--- src/rtl/dclink_pkg.sv ---
package dclink_pkg;

    typedef enum logic [0:0] {
        DEC_SETTLE = 1'b0,
        DEC_LIVE   = 1'b1
    } dec_state_t;

    typedef enum logic [1:0] {
        EV_WAIT    = 2'd0,
        EV_CORRECT = 2'd1,
        EV_DECIDE  = 2'd2
    } ev_state_t;

    localparam logic [5:0] A_CTRL    = 6'h00;
    localparam logic [5:0] A_OFFSET  = 6'h04;
    localparam logic [5:0] A_TRIP    = 6'h08;
    localparam logic [5:0] A_CHOP    = 6'h0C;
    localparam logic [5:0] A_LOW     = 6'h10;
    localparam logic [5:0] A_READING = 6'h14;
    localparam logic [5:0] A_FLAGS   = 6'h18;
    localparam logic [5:0] A_SPARE0  = 6'h1C;
    localparam logic [5:0] A_SPARE1  = 6'h20;
    localparam logic [5:0] A_SPARE2  = 6'h24;

endpackage

--- src/rtl/dclink_sinc3.sv ---
module dclink_sinc3
    import dclink_pkg::*;
#(
    parameter int LOG_R_LO = 6,
    parameter int LOG_R_HI = 7,
    parameter int OUT_W    = 16,
    parameter int SETTLE_N = 3
) (
    input  logic             clk,
    input  logic             rst_n,
    input  logic             sd_valid,
    input  logic             sd_bit,
    input  logic             ratio_sel,
    output logic             out_valid,
    output logic [OUT_W-1:0] out_data,
    output logic             strobe_o,
    output logic             flush_o,
    output logic             ratio_o,
    output dec_state_t       state_o
);

    localparam int ACC_W = 3 * LOG_R_HI + 1;
    localparam int SH_LO = 3 * LOG_R_LO - OUT_W;
    localparam int SH_HI = 3 * LOG_R_HI - OUT_W;
    localparam int CNT_W = LOG_R_HI;
    localparam int SC_W  = $clog2(SETTLE_N + 1);
    localparam logic [ACC_W-1:0] OUT_MAX = ACC_W'((64'd1 << OUT_W) - 1);
    localparam logic [CNT_W-1:0] LAST_LO = CNT_W'((64'd1 << LOG_R_LO) - 1);
    localparam logic [CNT_W-1:0] LAST_HI = CNT_W'((64'd1 << LOG_R_HI) - 1);

    logic             ratio_q;
    logic             flush;
    logic             last;
    logic             strobe;
    logic [CNT_W-1:0] cnt_q;
    logic [SC_W-1:0]  settle_q;
    dec_state_t       state_q, state_d;

    assign flush  = (ratio_sel != ratio_q);
    assign last   = ratio_q ? (cnt_q == LAST_HI) : (cnt_q == LAST_LO);
    assign strobe = sd_valid && last && !flush;

    // integrator chain at the modulator rate
    for (genvar g = 0; g < 3; g++) begin : g_int
        logic [ACC_W-1:0] acc;
        logic [ACC_W-1:0] addend;
        if (g == 0) begin : g_first
            assign addend = {{(ACC_W-1){1'b0}}, sd_bit};
        end else begin : g_next
            assign addend = g_int[g-1].acc;
        end
        always_ff @(posedge clk or negedge rst_n) begin
            if (!rst_n)        acc <= '0;
            else if (flush)    acc <= '0;
            else if (sd_valid) acc <= acc + addend;
        end
    end

    // comb chain at the decimated rate
    logic [ACC_W-1:0] dly0_q, dly1_q, dly2_q;
    logic [ACC_W-1:0] c1, c2, c3, scaled;
    logic [OUT_W-1:0] sat;

    always_comb begin
        c1     = g_int[2].acc - dly0_q;
        c2     = c1 - dly1_q;
        c3     = c2 - dly2_q;
        scaled = ratio_q ? (c3 >> SH_HI) : (c3 >> SH_LO);
        sat    = (scaled > OUT_MAX) ? OUT_W'(OUT_MAX) : scaled[OUT_W-1:0];
    end

    always_ff @(posedge clk or negedge rst_n) begin
        if (!rst_n) begin
            ratio_q <= 1'b0;
            cnt_q   <= '0;
            dly0_q  <= '0;
            dly1_q  <= '0;
            dly2_q  <= '0;
        end else begin
            ratio_q <= ratio_sel;
            if (flush) begin
                cnt_q  <= '0;
                dly0_q <= '0;
                dly1_q <= '0;
                dly2_q <= '0;
            end else begin
                if (sd_valid) cnt_q <= last ? '0 : cnt_q + 1'b1;
                if (strobe) begin
                    dly0_q <= g_int[2].acc;
                    dly1_q <= c1;
                    dly2_q <= c2;
                end
            end
        end
    end

    // settle state register
    always_ff @(posedge clk or negedge rst_n) begin
        if (!rst_n) state_q <= DEC_SETTLE;
        else        state_q <= state_d;
    end

    always_comb begin
        state_d = state_q;
        unique case (state_q)
            DEC_SETTLE: begin
                if (flush)                                        state_d = DEC_SETTLE;
                else if (strobe && settle_q == SC_W'(SETTLE_N-1)) state_d = DEC_LIVE;
            end
            DEC_LIVE: begin
                if (flush) state_d = DEC_SETTLE;
            end
        endcase
    end

    // outputs
    always_ff @(posedge clk or negedge rst_n) begin
        if (!rst_n) begin
            settle_q  <= '0;
            out_valid <= 1'b0;
            out_data  <= '0;
        end else begin
            out_valid <= strobe && (state_q == DEC_LIVE);
            if (flush)                                 settle_q <= '0;
            else if (strobe && state_q == DEC_SETTLE)  settle_q <= settle_q + 1'b1;
            if (strobe) out_data <= sat;
        end
    end

    assign strobe_o = strobe;
    assign flush_o  = flush;
    assign ratio_o  = ratio_q;
    assign state_o  = state_q;

endmodule

--- src/rtl/dclink_eval.sv ---
module dclink_eval
    import dclink_pkg::*;
#(
    parameter int VAL_W = 16
) (
    input  logic             clk,
    input  logic             rst_n,
    input  logic             sample_valid,
    input  logic [VAL_W-1:0] sample,
    input  logic [VAL_W-1:0] offset,
    input  logic [VAL_W-1:0] trip_lvl,
    input  logic [VAL_W-1:0] chop_lvl,
    input  logic [VAL_W-1:0] low_lvl,
    output logic [VAL_W-1:0] reading,
    output logic             ov,
    output logic             uv,
    output logic             chop,
    output logic             upd_o
);

    localparam int SUM_W = VAL_W + 2;
    localparam logic [SUM_W-1:0] ZERO_PT = SUM_W'(64'd1 << (VAL_W - 2));
    localparam logic [SUM_W-1:0] VAL_MAX = SUM_W'((64'd1 << VAL_W) - 1);

    ev_state_t        state_q, state_d;
    logic [VAL_W-1:0] raw_q, corr_q, corr_d;
    logic [SUM_W-1:0] sum, diff;

    always_comb begin
        sum  = SUM_W'(raw_q) + SUM_W'(offset);
        diff = sum - ZERO_PT;
        if (sum < ZERO_PT)      corr_d = '0;
        else if (diff > VAL_MAX) corr_d = VAL_W'(VAL_MAX);
        else                     corr_d = diff[VAL_W-1:0];
    end

    always_ff @(posedge clk or negedge rst_n) begin
        if (!rst_n) state_q <= EV_WAIT;
        else        state_q <= state_d;
    end

    always_comb begin
        state_d = state_q;
        unique case (state_q)
            EV_WAIT:    if (sample_valid) state_d = EV_CORRECT;
            EV_CORRECT: state_d = EV_DECIDE;
            EV_DECIDE:  state_d = EV_WAIT;
            default:    state_d = EV_WAIT;
        endcase
    end

    always_ff @(posedge clk or negedge rst_n) begin
        if (!rst_n) begin
            raw_q   <= '0;
            corr_q  <= '0;
            reading <= '0;
            ov      <= 1'b0;
            uv      <= 1'b0;
            chop    <= 1'b0;
        end else begin
            unique case (state_q)
                EV_WAIT:    if (sample_valid) raw_q <= sample;
                EV_CORRECT: corr_q <= corr_d;
                EV_DECIDE: begin
                    reading <= corr_q;
                    ov      <= corr_q > trip_lvl;
                    chop    <= corr_q > chop_lvl;
                    uv      <= corr_q < low_lvl;
                end
                default: ;
            endcase
        end
    end

    assign upd_o = (state_q == EV_DECIDE);

endmodule

--- src/rtl/dclink_regs.sv ---
module dclink_regs
    import dclink_pkg::*;
#(
    parameter int ADDR_W  = 6,
    parameter int DATA_W  = 32,
    parameter int VAL_W   = 16,
    parameter int SPARE_N = 3
) (
    input  logic              clk,
    input  logic              rst_n,
    input  logic [ADDR_W-1:0] addr,
    input  logic              wr,
    input  logic [DATA_W-1:0] wdata,
    output logic [DATA_W-1:0] rdata,
    input  logic [VAL_W-1:0]  reading,
    input  logic              ov,
    input  logic              uv,
    input  logic              chop,
    output logic              ratio_sel,
    output logic [VAL_W-1:0]  offset,
    output logic [VAL_W-1:0]  trip_lvl,
    output logic [VAL_W-1:0]  chop_lvl,
    output logic [VAL_W-1:0]  low_lvl
);

    logic [VAL_W-1:0] spare_q [SPARE_N];

    always_ff @(posedge clk or negedge rst_n) begin
        if (!rst_n) begin
            ratio_sel <= 1'b0;
            offset    <= '0;
            trip_lvl  <= '0;
            chop_lvl  <= '0;
            low_lvl   <= '0;
            for (int i = 0; i < SPARE_N; i++) spare_q[i] <= '0;
        end else if (wr) begin
            case (addr)
                A_CTRL:   ratio_sel <= wdata[0];
                A_OFFSET: offset    <= wdata[VAL_W-1:0];
                A_TRIP:   trip_lvl  <= wdata[VAL_W-1:0];
                A_CHOP:   chop_lvl  <= wdata[VAL_W-1:0];
                A_LOW:    low_lvl   <= wdata[VAL_W-1:0];
                A_SPARE0: spare_q[0] <= wdata[VAL_W-1:0];
                A_SPARE1: spare_q[1] <= wdata[VAL_W-1:0];
                A_SPARE2: spare_q[2] <= wdata[VAL_W-1:0];
                default: ;
            endcase
        end
    end

    always_comb begin
        rdata = '0;
        case (addr)
            A_CTRL:    rdata = DATA_W'(ratio_sel);
            A_OFFSET:  rdata = DATA_W'(offset);
            A_TRIP:    rdata = DATA_W'(trip_lvl);
            A_CHOP:    rdata = DATA_W'(chop_lvl);
            A_LOW:     rdata = DATA_W'(low_lvl);
            A_READING: rdata = DATA_W'(reading);
            A_FLAGS:   rdata = DATA_W'({chop, uv, ov});
            A_SPARE0:  rdata = DATA_W'(spare_q[0]);
            A_SPARE1:  rdata = DATA_W'(spare_q[1]);
            A_SPARE2:  rdata = DATA_W'(spare_q[2]);
            default:   rdata = '0;
        endcase
    end

endmodule

--- src/rtl/dclink_monitor.sv ---
module dclink_monitor
    import dclink_pkg::*;
#(
    parameter int ADDR_W   = 6,
    parameter int DATA_W   = 32,
    parameter int VAL_W    = 16,
    parameter int LOG_R_LO = 6,
    parameter int LOG_R_HI = 7,
    parameter int SETTLE_N = 3
) (
    input  logic              clk,
    input  logic              rst_n,
    input  logic              sd_valid,
    input  logic              sd_bit,
    input  logic [ADDR_W-1:0] reg_addr,
    input  logic              reg_wr,
    input  logic [DATA_W-1:0] reg_wdata,
    output logic [DATA_W-1:0] reg_rdata,
    output logic              ov_o,
    output logic              uv_o,
    output logic              chop_o
);

    logic             ratio_sel;
    logic [VAL_W-1:0] offset, trip_lvl, chop_lvl, low_lvl;
    logic             live_valid;
    logic [VAL_W-1:0] filt;
    logic             dec_strobe, dec_flush, dec_ratio;
    dec_state_t       dec_state;
    logic [VAL_W-1:0] reading;
    logic             eval_upd;

    dclink_regs #(
        .ADDR_W(ADDR_W), .DATA_W(DATA_W), .VAL_W(VAL_W), .SPARE_N(3)
    ) u_regs (
        .clk(clk), .rst_n(rst_n), .addr(reg_addr), .wr(reg_wr),
        .wdata(reg_wdata), .rdata(reg_rdata), .reading(reading),
        .ov(ov_o), .uv(uv_o), .chop(chop_o), .ratio_sel(ratio_sel),
        .offset(offset), .trip_lvl(trip_lvl), .chop_lvl(chop_lvl),
        .low_lvl(low_lvl)
    );

    dclink_sinc3 #(
        .LOG_R_LO(LOG_R_LO), .LOG_R_HI(LOG_R_HI), .OUT_W(VAL_W), .SETTLE_N(SETTLE_N)
    ) u_dec (
        .clk(clk), .rst_n(rst_n), .sd_valid(sd_valid), .sd_bit(sd_bit),
        .ratio_sel(ratio_sel), .out_valid(live_valid), .out_data(filt),
        .strobe_o(dec_strobe), .flush_o(dec_flush), .ratio_o(dec_ratio),
        .state_o(dec_state)
    );

    dclink_eval #(
        .VAL_W(VAL_W)
    ) u_eval (
        .clk(clk), .rst_n(rst_n), .sample_valid(live_valid), .sample(filt),
        .offset(offset), .trip_lvl(trip_lvl), .chop_lvl(chop_lvl),
        .low_lvl(low_lvl), .reading(reading), .ov(ov_o), .uv(uv_o),
        .chop(chop_o), .upd_o(eval_upd)
    );

endmodule

--- config.mk ---
export PLATFORM = sky130hd
export DESIGN_NAME = dclink_monitor
export DESIGN_NICKNAME = d
export VERILOG_FILES = /design/src/rtl/dclink_pkg.sv /design/src/rtl/dclink_sinc3.sv /design/src/rtl/dclink_eval.sv /design/src/rtl/dclink_regs.sv /design/src/rtl/dclink_monitor.sv
export SDC_FILE = /design/constraint.sdc
export NUM_CORES = 1
export LEC_CHECK = 0
export ABC_AREA = 0
export BUFFER_PORTS_ARGS = -buffer_cell sky130_fd_sc_hd__buf_2
export CORE_UTILIZATION = 57
export DETAILED_ROUTE_END_ITERATION = 10
export PLACE_DENSITY_LB_ADDON = 0.2
export SETUP_SLACK_MARGIN = 0.05
export SLEW_MARGIN = 20
export SYNTH_ARGS = -nofsm -noshare
export SYNTH_HDL_FRONTEND = slang
export SYNTH_SLANG_ARGS = --single-unit
--- constraint.sdc ---
create_clock -name clk -period 5.9 [get_ports clk]
set_input_delay 1.18 -clock clk [delete_from_list [all_inputs] [get_ports clk]]
set_output_delay 1.18 -clock clk [all_outputs]
set_load 0.02 [all_outputs]
**Yosys cells after proc, flatten, opt, wreduce, memory -nomap -nowiden**

Index checks and enable logic that the tools add are counted.

- Flip-flop bits (word level): 326
- Input bits: 43
- Output and inout bits: 35
- Logic and storage cells: 109

- Add/sub/neg operators: 10
- Magnitude comparators: 6
- Eq/ne operators: 16
- Muxes and demuxes: 29
- Bitwise gates (word level): 1
- Reductions and logical operators: 20

Operators by type and width:

| operator | count |
|---|---|
| two-way mux 22 bit | 12 |
| case mux 16 bit (10 select lines) | 1 |
| subtractor 22 bit | 3 |
| two-way mux 16 bit | 3 |
| adder 22 bit | 2 |
| greater-than comparator 16 bit | 2 |
| == test 6 x 5 -> 1 bit (second input constant) | 4 |
| adder 22 x 1 -> 22 bit | 1 |
| greater-than comparator 22 x 16 -> 1 bit (second input constant) | 1 |
| two-way mux 7 bit | 3 |
| two-way mux 20 bit | 1 |
| greater-than comparator 18 x 16 -> 1 bit (second input constant) | 1 |
| less-than comparator 18 x 15 -> 1 bit (second input constant) | 1 |
| AND reduction 2 bit | 9 |
| subtractor 18 x 15 -> 18 bit (second input constant) | 1 |
| adder 16 x 16 -> 17 bit | 1 |
| less-than comparator 16 bit | 1 |
| == test 6 x 4 -> 1 bit (second input constant) | 2 |
| == test 6 bit (second input constant) | 2 |
| adder 7 x 1 -> 7 bit (second input constant) | 1 |
| == test 7 x 6 -> 1 bit (second input constant) | 1 |
| == test 7 bit (second input constant) | 1 |
| == test 6 x 3 -> 1 bit (second input constant) | 1 |
| logical NOT 6 bit | 1 |
| other kinds (14) | 26 |

**Depth between registers and ports, before layout**

- Word-level depth: 8
- Gate-level depth with buffers: 32
- Depth with buffers taken out: 31

**Modules after synthesis**

From an unflattened synthesis, not the netlist that was laid out.

- Cells, all modules: 2235
- Area, all modules: 21416.8 µm²

By module, submodules not included:

| module | times used | cells each | area each (µm²) | sequential area each (µm²) |
|---|---|---|---|---|
| dclink_sinc3 | 1 | 1368 | 11657.4 | 4003.8 |
| dclink_regs | 1 | 434 | 5575.3 | 2827.7 |
| dclink_eval | 1 | 433 | 4184.0 | 1326.3 |

**Least setup slack after synthesis**

OpenSTA, ideal clock, no wires.

- Path type: register to register
- Start: register u_dec.g_int[2].acc[0]
- End: register u_dec.out_data[2]
- Library setup time: 0.126 ns
- Data arrival time: 5.670 ns
- Data required time: 5.774 ns
- Slack: 0.105 ns
- Cell stages (with the launch flop): 32
- Path buffers: 1
- Clock period less this slack: 5.795 ns
- Cells stage by stage: dfrtp_1 > inv_1 > ha_1 > inv_1 > fa_1 > a21o_1 > a21oi_1 > nand2b_1 > a21oi_1 > a21oi_1 > xnor2_1 > ha_1 > a21o_1 > a21oi_1 > nand2_1 > a21o_1 > a311oi_1 > o21bai_1 > a21oi_1 > xnor2_1 > ha_1 > nand2_1 > nor3_1 > and2_1 > a2111oi_4 > nor3b_1 > o41ai_2 > xnor2_1 > and2_1 > mux2i_4 > buf_8 > nand3_2

- Cells in the longest elaborated chain, start to end: 6

Ends and longest elaborated chain:

| what | RTL line | RTL |
|---|---|---|
| start: declaration | dclink_sinc3.sv:45 | `logic [ACC_W-1:0] acc;` |
| start signal: assignment | dclink_sinc3.sv:55 | `else if (sd_valid) acc <= acc + addend;` |
| subtractor 22 bit * | dclink_sinc3.sv:65 | `c1 = g_int[2].acc - dly0_q;` |
| subtractor 22 bit * | dclink_sinc3.sv:66 | `c2 = c1 - dly1_q;` |
| subtractor 22 bit * | dclink_sinc3.sv:67 | `c3 = c2 - dly2_q;` |
| two-way mux 20 bit * | dclink_sinc3.sv:68 | `scaled = ratio_q ? (c3 >> SH_HI) : (c3 >> SH_LO);` |
| greater-than comparator 22 x 16 -> 1 bit | dclink_sinc3.sv:69 | `sat = (scaled > OUT_MAX) ? OUT_W'(OUT_MAX) : scaled[OUT_W-1:0];` |
| two-way mux 16 bit * | dclink_sinc3.sv:69 |  |
| end signal: assignment | dclink_sinc3.sv:126 | `if (strobe) out_data <= sat;` |
| end: declaration | dclink_sinc3.sv:15 | `output logic [OUT_W-1:0] out_data,` |

Every way passes the cells marked *; elsewhere a longest branch is shown, timed or not.
A chain may end at the register's enable or synchronous reset.

**Worst setup path after layout**

- Start: register u_dec.g_int[2].acc[0]
- End: register u_dec.out_data[15]

The elaborated chain is that of the path after synthesis.

==> flow_summary.toml <==
[logic_synthesis]
synth_seq_cells = 326
syn_area_um2 = 20490
synth-main-ff-cell = "dfrtp_1"
yosysWarnings = 0
post_synth.cell_area_avg_um2 = 9.643
async_reset_ff_frac = 1.000
synth-edff-count = 0
synth-seq-area-share = 0.3981
synth_cell_types = 84
syn-instance-count = 2125

[timing]
skew_ns = 0.01637
timing.final.max_slew_violations = 0
hold_violations = 0
worst_slack_ns = -0.008314
post-route-period-util = 1.001
timing.fmax_mhz = 169.3
grt_setup_unrepaired = "yes"
hold_ws_ns = 0.4790
post-route-min-period_ns = 5.908
setup_viol = 1
timing.max_slew.rel_slack = 0.2730
setup_total_negative_slack_ns = -0.008314
max_slew.worst_pin.slew_ns = 1.089

[layout]
design_area_um2 = 23190
antennaDiodeCount = 0
count_of_placed_standard_cells_in_the_final_layout_fillers_left_out = 2714
mostFrequentLayoutCells = "dfrtp_1 (326), nand2_1 (236), ha_1 (172)"
finish.utilization = 0.6535
finalNetCount = 2448
final.fill_count = 2853
syn_to_final_growth_pct = 13.16
layout-drive-gt1-share = 0.1820
commonest_non_fill_non_tap_cell_in_the_layout = "dfrtp_1"

[grt]
first_global_vias = 15990
grt_overflow_total = 0
grt_use_total = 0.2763
grt_pass1_wl_mm = 81.10
maximum_number_of_pins_on_one_net_before_global_route_repair = 147
number_of_antenna_violations_at_the_first_check_in_global_routing = 0

[cts]
cts_root_buffer = "clkbuf_16"
numClockSinks = 326
cts_inserted_buffers = 38
htree_levels = 2
cts_tree = "built"
clk_pin_slew_ns = 0.06
clock_path_buffers = 3
insertion_delay_ns = 0.55

[flow_run]
max_cap_violations = 0

[setup_path]
critical_path.max_fanout = 8
setup.reg_to_reg.worst_slack_ns = -0.008
critical_path.endpoint_type = "flip-flop"
cpPeakStageDelay_ns = 0.50
critical_path.startpoint_type = "flip-flop"
worst_ep_required_time_ns = 6.29
crit_path_top_delay_cell = "a311o_2"
setup.worst_path.class = "flip-flop to flip-flop"
critPathMostFrequentCell = "buf_4"
worst_ep_arrival_time_ns = 6.30
crit-reg2reg-capture = "u_dec.out_data[15]"
ff2ff_path_depth = 29
critical_path.reg2reg.startpoint = "u_dec.g_int[2].acc[0]"

[min_path]
worst_hold_path_type = "flip-flop to flip-flop"
hold-path-endpoint = "u_eval.reading[10]"
timing.hold.worst_path_depth = 2
hold_path.startpoint = "u_eval.reading[10]"

[drt]
route.detailed.wl_per_inst_um = 18.35
drtAntennaViolNets = 0
dr_total_vias = 16060
detailedRoute.firstPassIterationCount = 6
drt_wl_total_mm = 49.80
via_per_inst = 5.918
drcViolationCount = 0
detailedRoute.firstIterationViolations = 907

[outcome]
violations_in_the_final_reports = "setup timing"
run_status = "finished, violations left"

[pwr]
p_leak_nw = 11.22
power_density_nw_per_um2 = 679.1
ir_drop_mv = 0.9875

[placed_design]
hpwlAfterDp_mm = 34.31
buffer_ports.inserted = 45
dp.cells = 2631
placer_congestion_estimate = 0.9270
detailed_place.area_um2 = 21560

[floorplanning]
ports_placed_on_the_boundary = 78
rows = 69
die_height_um = 191.6
die_w_um = 191.6
floorplan.initialDensity = 0.5775
die_area_um2 = 36710
core-area_um2 = 35480
-- final cells by class --
cell class              count  area (um^2)  area share
well taps                 461        576.8     0.02487
clock buffers              56         1130     0.04872
flip-flops and latches    326         8158      0.3518
repair buffers            134        944.7     0.04074
inverters                 143        536.8     0.02315
clock inverters            10        168.9    0.007284
multi-input cells        1584        11670      0.5034
-- synth_stat cells (all sizes together) (9+ instances only) --
cell / number / area share
a211oi: 9 / 0.0035
a21o: 52 / 0.019
a21oi: 191 / 0.050
a22oi: 57 / 0.021
a31oi: 13 / 0.0043
and2: 17 / 0.0052
and3: 20 / 0.0062
buf: 28 / 0.0095
clkbuf: 60 / 0.011
dfrtp: 326 / 0.40
ha: 173 / 0.11
inv: 142 / 0.026
mux2: 129 / 0.071
mux2i: 32 / 0.016
nand2: 239 / 0.044
nand2b: 27 / 0.0082
nand3: 55 / 0.016
nand4: 30 / 0.0092
nor2: 126 / 0.023
nor2b: 12 / 0.0037
nor3: 21 / 0.0051
o21a: 25 / 0.0092
o21ai: 64 / 0.016
o21bai: 18 / 0.0066
or3: 14 / 0.0043
xnor2: 75 / 0.032
xor2: 53 / 0.023
-- worst max-delay path by stage --
stage                                      from            endpoint  slack, ns  cells after the start
after floorplan           u_dec.g_int[2].acc[0]   u_dec.out_data[2]       0.10                     31
after CTS                 u_dec.g_int[2].acc[0]   u_dec.out_data[5]      -0.03                     33
after detailed placement  u_dec.g_int[2].acc[0]  u_dec.out_data[15]      -0.26                     31
after global routing      u_dec.g_int[2].acc[0]  u_dec.out_data[15]      -0.33                     33
after global placement    u_dec.g_int[2].acc[0]  u_dec.out_data[15]      -0.16                     31
final                     u_dec.g_int[2].acc[0]  u_dec.out_data[15]     -0.008                     29
-- cell families after synthesis --
logic type	count (synthesis)	synth area share
and+or+nand+nor	592	0.1363
AOI/OAI and AO/OA	507	0.1651
DFF	326	0.3981
buffers and inverters	231	0.04671
adders and majority gates	178	0.1105
muxes	161	0.08713
xor gates and xnor gates	129	0.05587
other	1	0.0001830
-- worst max-delay path, delay by kind of cell (launching register included) --
kind / cells / cell delay [ns]
adders and majority gates: 4 / 1.07
DFF: 1 / 0.38
buffers and inverters: 6 / 0.69
xor gates and xnor gates: 2 / 0.27
and+or+nand+nor: 4 / 0.72
AOI/OAI and AO/OA: 12 / 2.52
muxes: 1 / 0.10
-- metal layers --
metal,vias to the layer above,track usage,part of all wire
met1,7889,0.3449,0.42
met4,0,0.08547,0.026
met2,346,0.4964,0.51
met3,101,0.03362,0.043
met5,-,0,0
li1,7725,-,-
-- power by group --
group	internal, mW	leakage [nW]	switching (mW)
sequential	2.42	4.44	0.177
clock	1.50	0.641	0.958
combinational	5.00	6.13	5.69
-- state kept, by name, indices dropped and copies added, names as in the netlist, 22 cells and up --
| register | cells |
|---|---|
| u_dec.dly1_q | 22 |
| u_dec.dly2_q | 22 |
| u_dec.g_int.acc | 66 |
| u_dec.dly0_q | 22 |
| u_regs.spare_q | 48 |
-- through the flow --
stage | worst slack [ns] | power, mW
3_5_place_dp | -0.2649 | 12.06
4_1_cts | -0.02822 | 15.09
5_1_grt | -0.3314 | 16.86
2_1_floorplan | 0.1046 | 8.969
6_report | -0.008314 | 15.75
3_3_place_gp | -0.1627 | 11.88
-- repair_timing --
action / 4_1_cts / 5_1_grt
gates cloned: 2 / 0
hold buffers: 0 / 0
setup endpoints to repair: 16 / 16
gates resized for setup: 24 / 22
pin swaps: 32 / 31
setup buffers: 9 / 7
(Power assumes the default switching activity.)
